===== config.mk =====
export PLATFORM = sky130hd
export DESIGN_NAME = rsb_unit
export DESIGN_NICKNAME = d
export VERILOG_FILES = /design/src/rtl/rsb_pkg.sv /design/src/rtl/rsb_decode.sv /design/src/rtl/rsb_shifter.sv /design/src/rtl/rsb_bitop.sv /design/src/rtl/rsb_unit.sv
export SDC_FILE = /design/constraint.sdc
export NUM_CORES = 1
export LEC_CHECK = 0
export ABC_AREA = 1
export CAP_MARGIN = 5
export CORE_ASPECT_RATIO = 0.8
export CORE_MARGIN = 2
export CORE_UTILIZATION = 41
export DETAILED_ROUTE_END_ITERATION = 6
export GPL_TIMING_DRIVEN = 0
export PLACE_DENSITY = 0.85
export RECOVER_POWER = 25
export SKIP_LAST_GASP = 1
export SLEW_MARGIN = 40
export SYNTH_ARGS = -nofsm -noshare
export SYNTH_HDL_FRONTEND = slang
export SYNTH_SLANG_ARGS = --single-unit

===== constraint.sdc =====
create_clock -name vclk -period 2.52
set_clock_uncertainty 0.05 [all_clocks]
set_input_delay 0.504 -clock vclk [all_inputs]
set_output_delay 0.504 -clock vclk [all_outputs]
set_load 0.05 [all_outputs]

===== src/rtl/rsb_pkg.sv =====
package rsb_pkg;
  localparam int unsigned DATA_W = 8;
  localparam int unsigned IDX_W  = $clog2(DATA_W);
  localparam int unsigned SEL_W  = 3;

  // flag byte positions
  localparam int unsigned FL_C = 0;
  localparam int unsigned FL_N = 1;
  localparam int unsigned FL_P = 2;
  localparam int unsigned FL_H = 4;
  localparam int unsigned FL_Z = 6;
  localparam int unsigned FL_S = 7;

  typedef enum logic [1:0] {
    GRP_SHIFT = 2'b00,
    GRP_TEST  = 2'b01,
    GRP_CLEAR = 2'b10,
    GRP_FORCE = 2'b11
  } grp_e;

  typedef enum logic [2:0] {
    SH_ROL_CIRC = 3'd0,
    SH_ROR_CIRC = 3'd1,
    SH_ROL_THRU = 3'd2,
    SH_ROR_THRU = 3'd3,
    SH_LEFT_0   = 3'd4,
    SH_RIGHT_AR = 3'd5,
    SH_LEFT_1   = 3'd6,
    SH_RIGHT_LG = 3'd7
  } shift_e;
endpackage


===== src/rtl/rsb_decode.sv =====
module rsb_decode
  import rsb_pkg::*;
(
  input  logic [DATA_W-1:0] opcode_i,
  output grp_e              grp_o,
  output shift_e            kind_o,
  output logic [IDX_W-1:0]  bit_idx_o,
  output logic [SEL_W-1:0]  sel_o
);
  assign grp_o     = grp_e'(opcode_i[7:6]);
  assign kind_o    = shift_e'(opcode_i[5:3]);
  assign bit_idx_o = opcode_i[5:3];
  assign sel_o     = opcode_i[2:0];
endmodule


===== src/rtl/rsb_shifter.sv =====
module rsb_shifter
  import rsb_pkg::*;
(
  input  shift_e            kind_i,
  input  logic [DATA_W-1:0] operand_i,
  input  logic              carry_i,
  output logic [DATA_W-1:0] result_o,
  output logic [DATA_W-1:0] flags_o
);
  logic go_left;
  logic fill;
  logic cout;

  always_comb begin
    go_left = 1'b0;
    fill    = 1'b0;
    unique case (kind_i)
      SH_ROL_CIRC: begin go_left = 1'b1; fill = operand_i[DATA_W-1]; end
      SH_ROR_CIRC: fill = operand_i[0];
      SH_ROL_THRU: begin go_left = 1'b1; fill = carry_i; end
      SH_ROR_THRU: fill = carry_i;
      SH_LEFT_0:   go_left = 1'b1;
      SH_RIGHT_AR: fill = operand_i[DATA_W-1];
      SH_LEFT_1:   begin go_left = 1'b1; fill = 1'b1; end
      SH_RIGHT_LG: fill = 1'b0;
      default:     fill = 1'b0;
    endcase
  end

  // one shared left/right datapath; the kind only chooses the incoming bit
  assign result_o = go_left ? {operand_i[DATA_W-2:0], fill}
                            : {fill, operand_i[DATA_W-1:1]};
  assign cout     = go_left ? operand_i[DATA_W-1] : operand_i[0];

  always_comb begin
    flags_o       = '0;
    flags_o[FL_S] = result_o[DATA_W-1];
    flags_o[FL_Z] = (result_o == '0);
    flags_o[FL_P] = ~(^result_o);
    flags_o[FL_C] = cout;
  end
endmodule


===== src/rtl/rsb_bitop.sv =====
module rsb_bitop
  import rsb_pkg::*;
(
  input  grp_e              grp_i,
  input  logic [IDX_W-1:0]  bit_idx_i,
  input  logic [DATA_W-1:0] operand_i,
  input  logic [DATA_W-1:0] flags_i,
  output logic [DATA_W-1:0] result_o,
  output logic [DATA_W-1:0] flags_o
);
  logic [DATA_W-1:0] mask;
  logic              tested;

  for (genvar g = 0; g < DATA_W; g++) begin : g_mask
    assign mask[g] = (bit_idx_i == IDX_W'(g));
  end

  assign tested = |(operand_i & mask);

  always_comb begin
    result_o = operand_i;
    flags_o  = flags_i;
    unique case (grp_i)
      GRP_CLEAR: result_o = operand_i & ~mask;
      GRP_FORCE: result_o = operand_i | mask;
      GRP_TEST: begin
        flags_o       = '0;
        flags_o[FL_S] = tested & mask[DATA_W-1];
        flags_o[FL_Z] = ~tested;
        flags_o[FL_P] = ~tested;
        flags_o[FL_H] = 1'b1;
        flags_o[FL_C] = flags_i[FL_C];
      end
      default: ;
    endcase
  end
endmodule


===== src/rtl/rsb_unit.sv =====
module rsb_unit
  import rsb_pkg::*;
(
  input  logic [7:0] opcode_i,
  input  logic [7:0] operand_i,
  input  logic [7:0] flags_i,
  output logic [7:0] result_o,
  output logic [7:0] flags_o,
  output logic       wr_en_o,
  output logic [2:0] dst_sel_o
);
  grp_e              grp;
  shift_e            kind;
  logic [IDX_W-1:0]  bit_idx;
  logic [DATA_W-1:0] sh_res, sh_flg, bo_res, bo_flg;

  rsb_decode u_dec (
    .opcode_i  (opcode_i),
    .grp_o     (grp),
    .kind_o    (kind),
    .bit_idx_o (bit_idx),
    .sel_o     (dst_sel_o)
  );

  rsb_shifter u_sh (
    .kind_i    (kind),
    .operand_i (operand_i),
    .carry_i   (flags_i[FL_C]),
    .result_o  (sh_res),
    .flags_o   (sh_flg)
  );

  rsb_bitop u_bo (
    .grp_i     (grp),
    .bit_idx_i (bit_idx),
    .operand_i (operand_i),
    .flags_i   (flags_i),
    .result_o  (bo_res),
    .flags_o   (bo_flg)
  );

  always_comb begin
    if (grp == GRP_SHIFT) begin
      result_o = sh_res;
      flags_o  = sh_flg;
    end else begin
      result_o = bo_res;
      flags_o  = bo_flg;
    end
  end

  assign wr_en_o = (grp != GRP_TEST);
endmodule


# Yosys cells after proc, flatten, opt, wreduce, memory -nomap -nowiden
# Index checks and enable logic that the tools add are counted.
classes:
  eq_ne: 11
  n_mux: 8
  bitwise: 7
  n_reduce_logical: 8
op_table:
  columns: ["operator", "n"]
  rows:
  - ["two-way mux 8 bit", 4]
  - ["bitwise AND 8 bit", 2]
  - ["case mux 8 bit (2 select lines)", 1]
  - ["equality test 3 bit, second input constant", 4]
  - ["zero test 8 bit", 1]
  - ["inverter 8 bit", 1]
  - ["OR 8 bit", 1]
  - ["OR reduction 8 bit", 1]
  - ["parity 8 bit", 1]
  - ["equality test 3 x 2 -> 1 bit, second input constant", 2]
  - ["equality test 2 bit, second input constant", 2]
  - ["case mux 1 bit (4 select lines)", 1]
  - ["OR reduction 2 bit", 2]
  - ["OR reduction 4 bit", 1]
  - ["equality test 3 x 1 -> 1 bit, second input constant", 1]
  - ["zero test 3 bit", 1]
  - ["equality test 2 x 1 -> 1 bit, second input constant", 1]
  - ["zero test 2 bit", 1]
  - ["two-way mux 1 bit", 2]
  - ["!= test 2 x 1 -> 1 bit, second input constant", 1]
  - ["inverter 1 bit", 2]
  - ["bitwise AND 1 bit", 1]
word_totals:
  out_inout_bits: 20
  inputBits: 24
  register_bits: 0
  wordCells: 34

# Depth between registers and ports, before layout
logic_depth:
  ltp_word: 7
  mapped_depth: 15
  mapped_depth_nobuf: 14

# Hierarchy
# From an unflattened synthesis, not the netlist that was laid out.
unflattened:
  cells_unflattened: 201
  hier_area_um2: 1132.3
by_module_without_submodules:
  columns: ["module", "cells_each", "area_per_inst_um2", "instances"]
  rows:
  - ["rsb_bitop", 72, 431.7, 1]
  - ["rsb_shifter", 64, 377.9, 1]
  - ["rsb_unit", 54, 240.2, 1]
  - ["rsb_decode", 11, 82.6, 1]

# Least setup slack after synthesis
# OpenSTA, ideal clock, no wires.
synth_path:
  kind: "input-to-output"
  start: "input opcode_i[3]"
  end: "output flags_o[2]"
  arrival_time_ps: 2049
  setup_slack_ps: -83
  path_stages: 15
  path_cell_list: "buf_6 > nor2_8 > nand2_2 > nand2_1 > nand2_2 > nand3_2 > nand2_1 > ha_1 > xnor2_1 > inv_1 > nand2_1 > nand3_1 > nand2_1 > inv_1 > nand2_1"
synth_between:
  elab_chain_cells: 7
  elab_cells_between_ends: 21
  classes_between: "eq/ne (7); mux (5); bitwise (3); reduce/logical (6)"
synth_rtl:
  columns: ["item", "line", "text"]
  rows:
  - ["start, declared", "rsb_unit.sv:4", "input logic [7:0] opcode_i,"]
  - ["equality test 3 bit (tied with other cells)", "rsb_shifter.sv:17, rsb_bitop.sv:15", null]
  - ["OR reduction 2 bit (no source line) or OR reduction 4 bit (tied branches)", null, null]
  - ["case mux 1 bit (4 select lines) or two-way mux 1 bit (tied branches)", "rsb_shifter.sv:17", "unique case (kind_i)"]
  - ["two-way mux 8 bit", "rsb_shifter.sv:31", "assign result_o = go_left ? {operand_i[DATA_W-2:0], fill}"]
  - ["parity 8 bit", "rsb_shifter.sv:39", "flags_o[FL_P] = ~(^result_o);"]
  - ["inverter 1 bit", "rsb_shifter.sv:39", null]
  - ["two-way mux 8 bit (*)", "rsb_unit.sv:43", "if (grp == GRP_SHIFT) begin"]
  - ["end, declared", "rsb_unit.sv:8", "output logic [7:0] flags_o,"]
# Mark *: on every way between the ends. The rest lies on a longest branch, timed or not.

# Final worst setup path
# Ends and elaborated chain as after synthesis.

==> summary.md <==
| Metric | Value |
|---|---|
| Most frequent cell after synthesis | `nand2_1` |
| # DRC | `0` |
| Hold Vio Cnt, Final | `0` |
| Area leader, netlist | `nand2_1` |
| Pre-antenna DRT Iters | `4` |
| Final setup fails | `1` |
| Number of global-route vias before repair | `977` |
| Shortest period the worst path allows | `about 2.6 ns` |
| Final ANT Viol Nets | `0` |
| Setup tns final | `-0.120 ns` |
| DIE HEIGHT | `roughly 43 um` |
| Area share of the largest cell type after synthesis | `between 10 and 15%` |
| Wire per inst | `around 14 um` |
| Chip Width | `between 50 and 60 um` |
| Initial Util | `between 40 and 50%` |
| Area contributors post-synth | `nand2_1 (14%), o21ai_0 (8.9%), nand3_2 (7.7%), inv_1 (7.7%), buf_6 (7.2%)` |
| Post-synthesis compound-gate area fraction | `about 24%` |
| Slew HR | `66.2%` |
| Failing checks | `negative setup slack` |
| Worst slew pin tran | `0.506 ns` |
| Pwr/cell area | `281 mW/mm^2` |
| Outcome | `finished, violations left` |
| Post-synth cell types | `26` |
| Ys Warns | `0` |
| Leakage | `0.693 nW` |
| Seq cells | `0` |
| Initial antenna violation count | `0` |
| Setup Crit Path Kind | `in2out` |
| Routability Congestion | `0.916` |
| Fin worst setup slack | `-0.120 ns` |
| Fin crit share | `105%` |
| WHS Endpoint | `flags_o[0]` |
| Area growth syn-to-layout | `67.0%` |
| Num rows | `14` |
| Total gr overflow | `0` |
| CORE AREA | `0.00184 sq mm` |
| # fillers | `around 160` |
| Max Cap Violations | `0` |
| DIE AREA | `0.00228 sq mm` |
| # nets final | `around 210` |
| Peak supply drop | `0.212 mV` |
| Worst hold stages | `4` |
| Sequential share of the synthesized area | `0%` |
| PortBufs | `38` |
| Max FO, Critical Path | `6` |
| Xor and xnor fraction of the mapped netlist area | `3.35%` |
| DR vias | `1,150` |
| Area occupied by multi-input gates | `692 sq um` |
| Dpl hpwl | `2070 um` |
| Synth Area in Simple Gates | `43.7%` |
| Multiplexer area fraction after synthesis | `0%` |
| Io pins | `44` |
| Hold buffer count at cts | `0` |
| Synth top cells by count | `nand2_1 (30), inv_1 (16), o21ai_0 (14)` |
| Slew Limit Fails | `0` |
| Place WS | `-1.31 ns` |
| Antenna Diode Count | `0` |
| Sequential cell area | `0 sq um` |
| Worst Path Required | `1.97 ns` |
| Final wirelength | `2880 um` |
| Power Total | `0.368 mW` |
| RSZ-0062 raised after global routing | `yes` |
| GRT Total Usage | `between 20% and 30%` |
| DR iter-0 viols | `53` |
| CP Capture Type | `primary output` |
| Vias per cell | `5.53` |
| Startpoint Class | `input pin` |
| Worst Hold Class | `in2out` |
| HP Start | `flags_i[0]` |
| Fmax | `~380 MHz` |
| Syn nets | `166` |
| Syn_area_per_cell | `5.68 sq um` |
| First-pass GRT wire length | `4280 um` |
| Adder and majority cell fraction of the synthesized area | `6.38%` |
| Arrival @ worst endpoint | `2.09 ns` |
| Largest net degree at the start of global routing | `11` |
| Share of cells above drive strength 1 | `35.3%` |
| Mapped Cells | `138` |
| Largest family of logic cells by synthesized area | `simple AND/OR/NAND/NOR gates` |
| CLK BUF | `0` |
| Post-Syn Area | `just under 800 sq um` |
-- worst max-delay path by stage --
stage	from	to
final	opcode_i[3]	flags_o[2]
after detailed placement	opcode_i[3]	flags_o[2]
after CTS	operand_i[1]	flags_o[2]
after global routing	opcode_i[3]	flags_o[2]
after floorplan	opcode_i[6]	flags_o[0]
after global placement	opcode_i[3]	flags_o[2]
-- layer usage --
metal  track usage, %  up-vias  wire [um]
li1                 -      550          -
met1             32.3      526       1100
met2             43.3       68       1480
met3                0        6        231
met4             2.56        0         62
met5                0        -          0
-- timing repair --
item,CTS,global route
gates resized for setup,87,32
endpoints found under the setup margin,17,13
pin swaps,11,12
buffers inserted,1,7
-- kinds of logic after synthesis --
kind of cell | Yosys count
compound gates | 34
xor+xnor | 3
fa+ha+maj | 4
buf+inv | 30
simple gates | 67
-- metrics by stage --
step	cells	instance area, sq um	utilization [%]	hold slack [ns]
after floorplan	138	787	-	1.13
after global placement	200	1200	65.1	1.75
after detailed placement	200	1200	65.1	1.75
after CTS	201	1230	67.0	1.48
after global routing	208	1310	71.2	1.50
final	208	1310	71.2	1.48
-- placed cells by master, fill, tap and decap left out, types with 7 or more instances in the layout --
cell and count:
nand2_1 25, inv_1 13, nor2_1 13, buf_4 12
buf_2 11, o21ai_0 11, a21oi_1 9, nand3_1 7
clkdlybuf4s50_1 7
-- power by group --
group	switching, mW	total (mW)	leakage [nW]	internal, mW
Combinational	0.229	0.368	0.693	0.139
Sequential	0	0	0	0
Clock	0	0	0	0
Total	0.229	0.368	0.693	0.139
-- critical path, cell delays in order --
cell and delay, ns:
buf_8 0.10, buf_8 0.14, nor2_8 0.12, nand2_4 0.05
nand2_2 0.06, nand2_2 0.06, nand3_2 0.10, nand2_2 0.07
ha_4 0.29, xor2_1 0.13, nand2_1 0.07, nand3_1 0.08
nand2_1 0.05, inv_1 0.06, nand2_2 0.05, buf_8 0.15
-- cell type report --
| cell class | count | area share (%) |
|---|---|---|
| plain buffers | 10 | 7.83 |
| well taps | 24 | 2.29 |
| multi-input cells | 108 | 52.8 |
| inverters | 20 | 5.92 |
| repair buffers | 46 | 31.1 |
(Power assumes the default switching activity.)
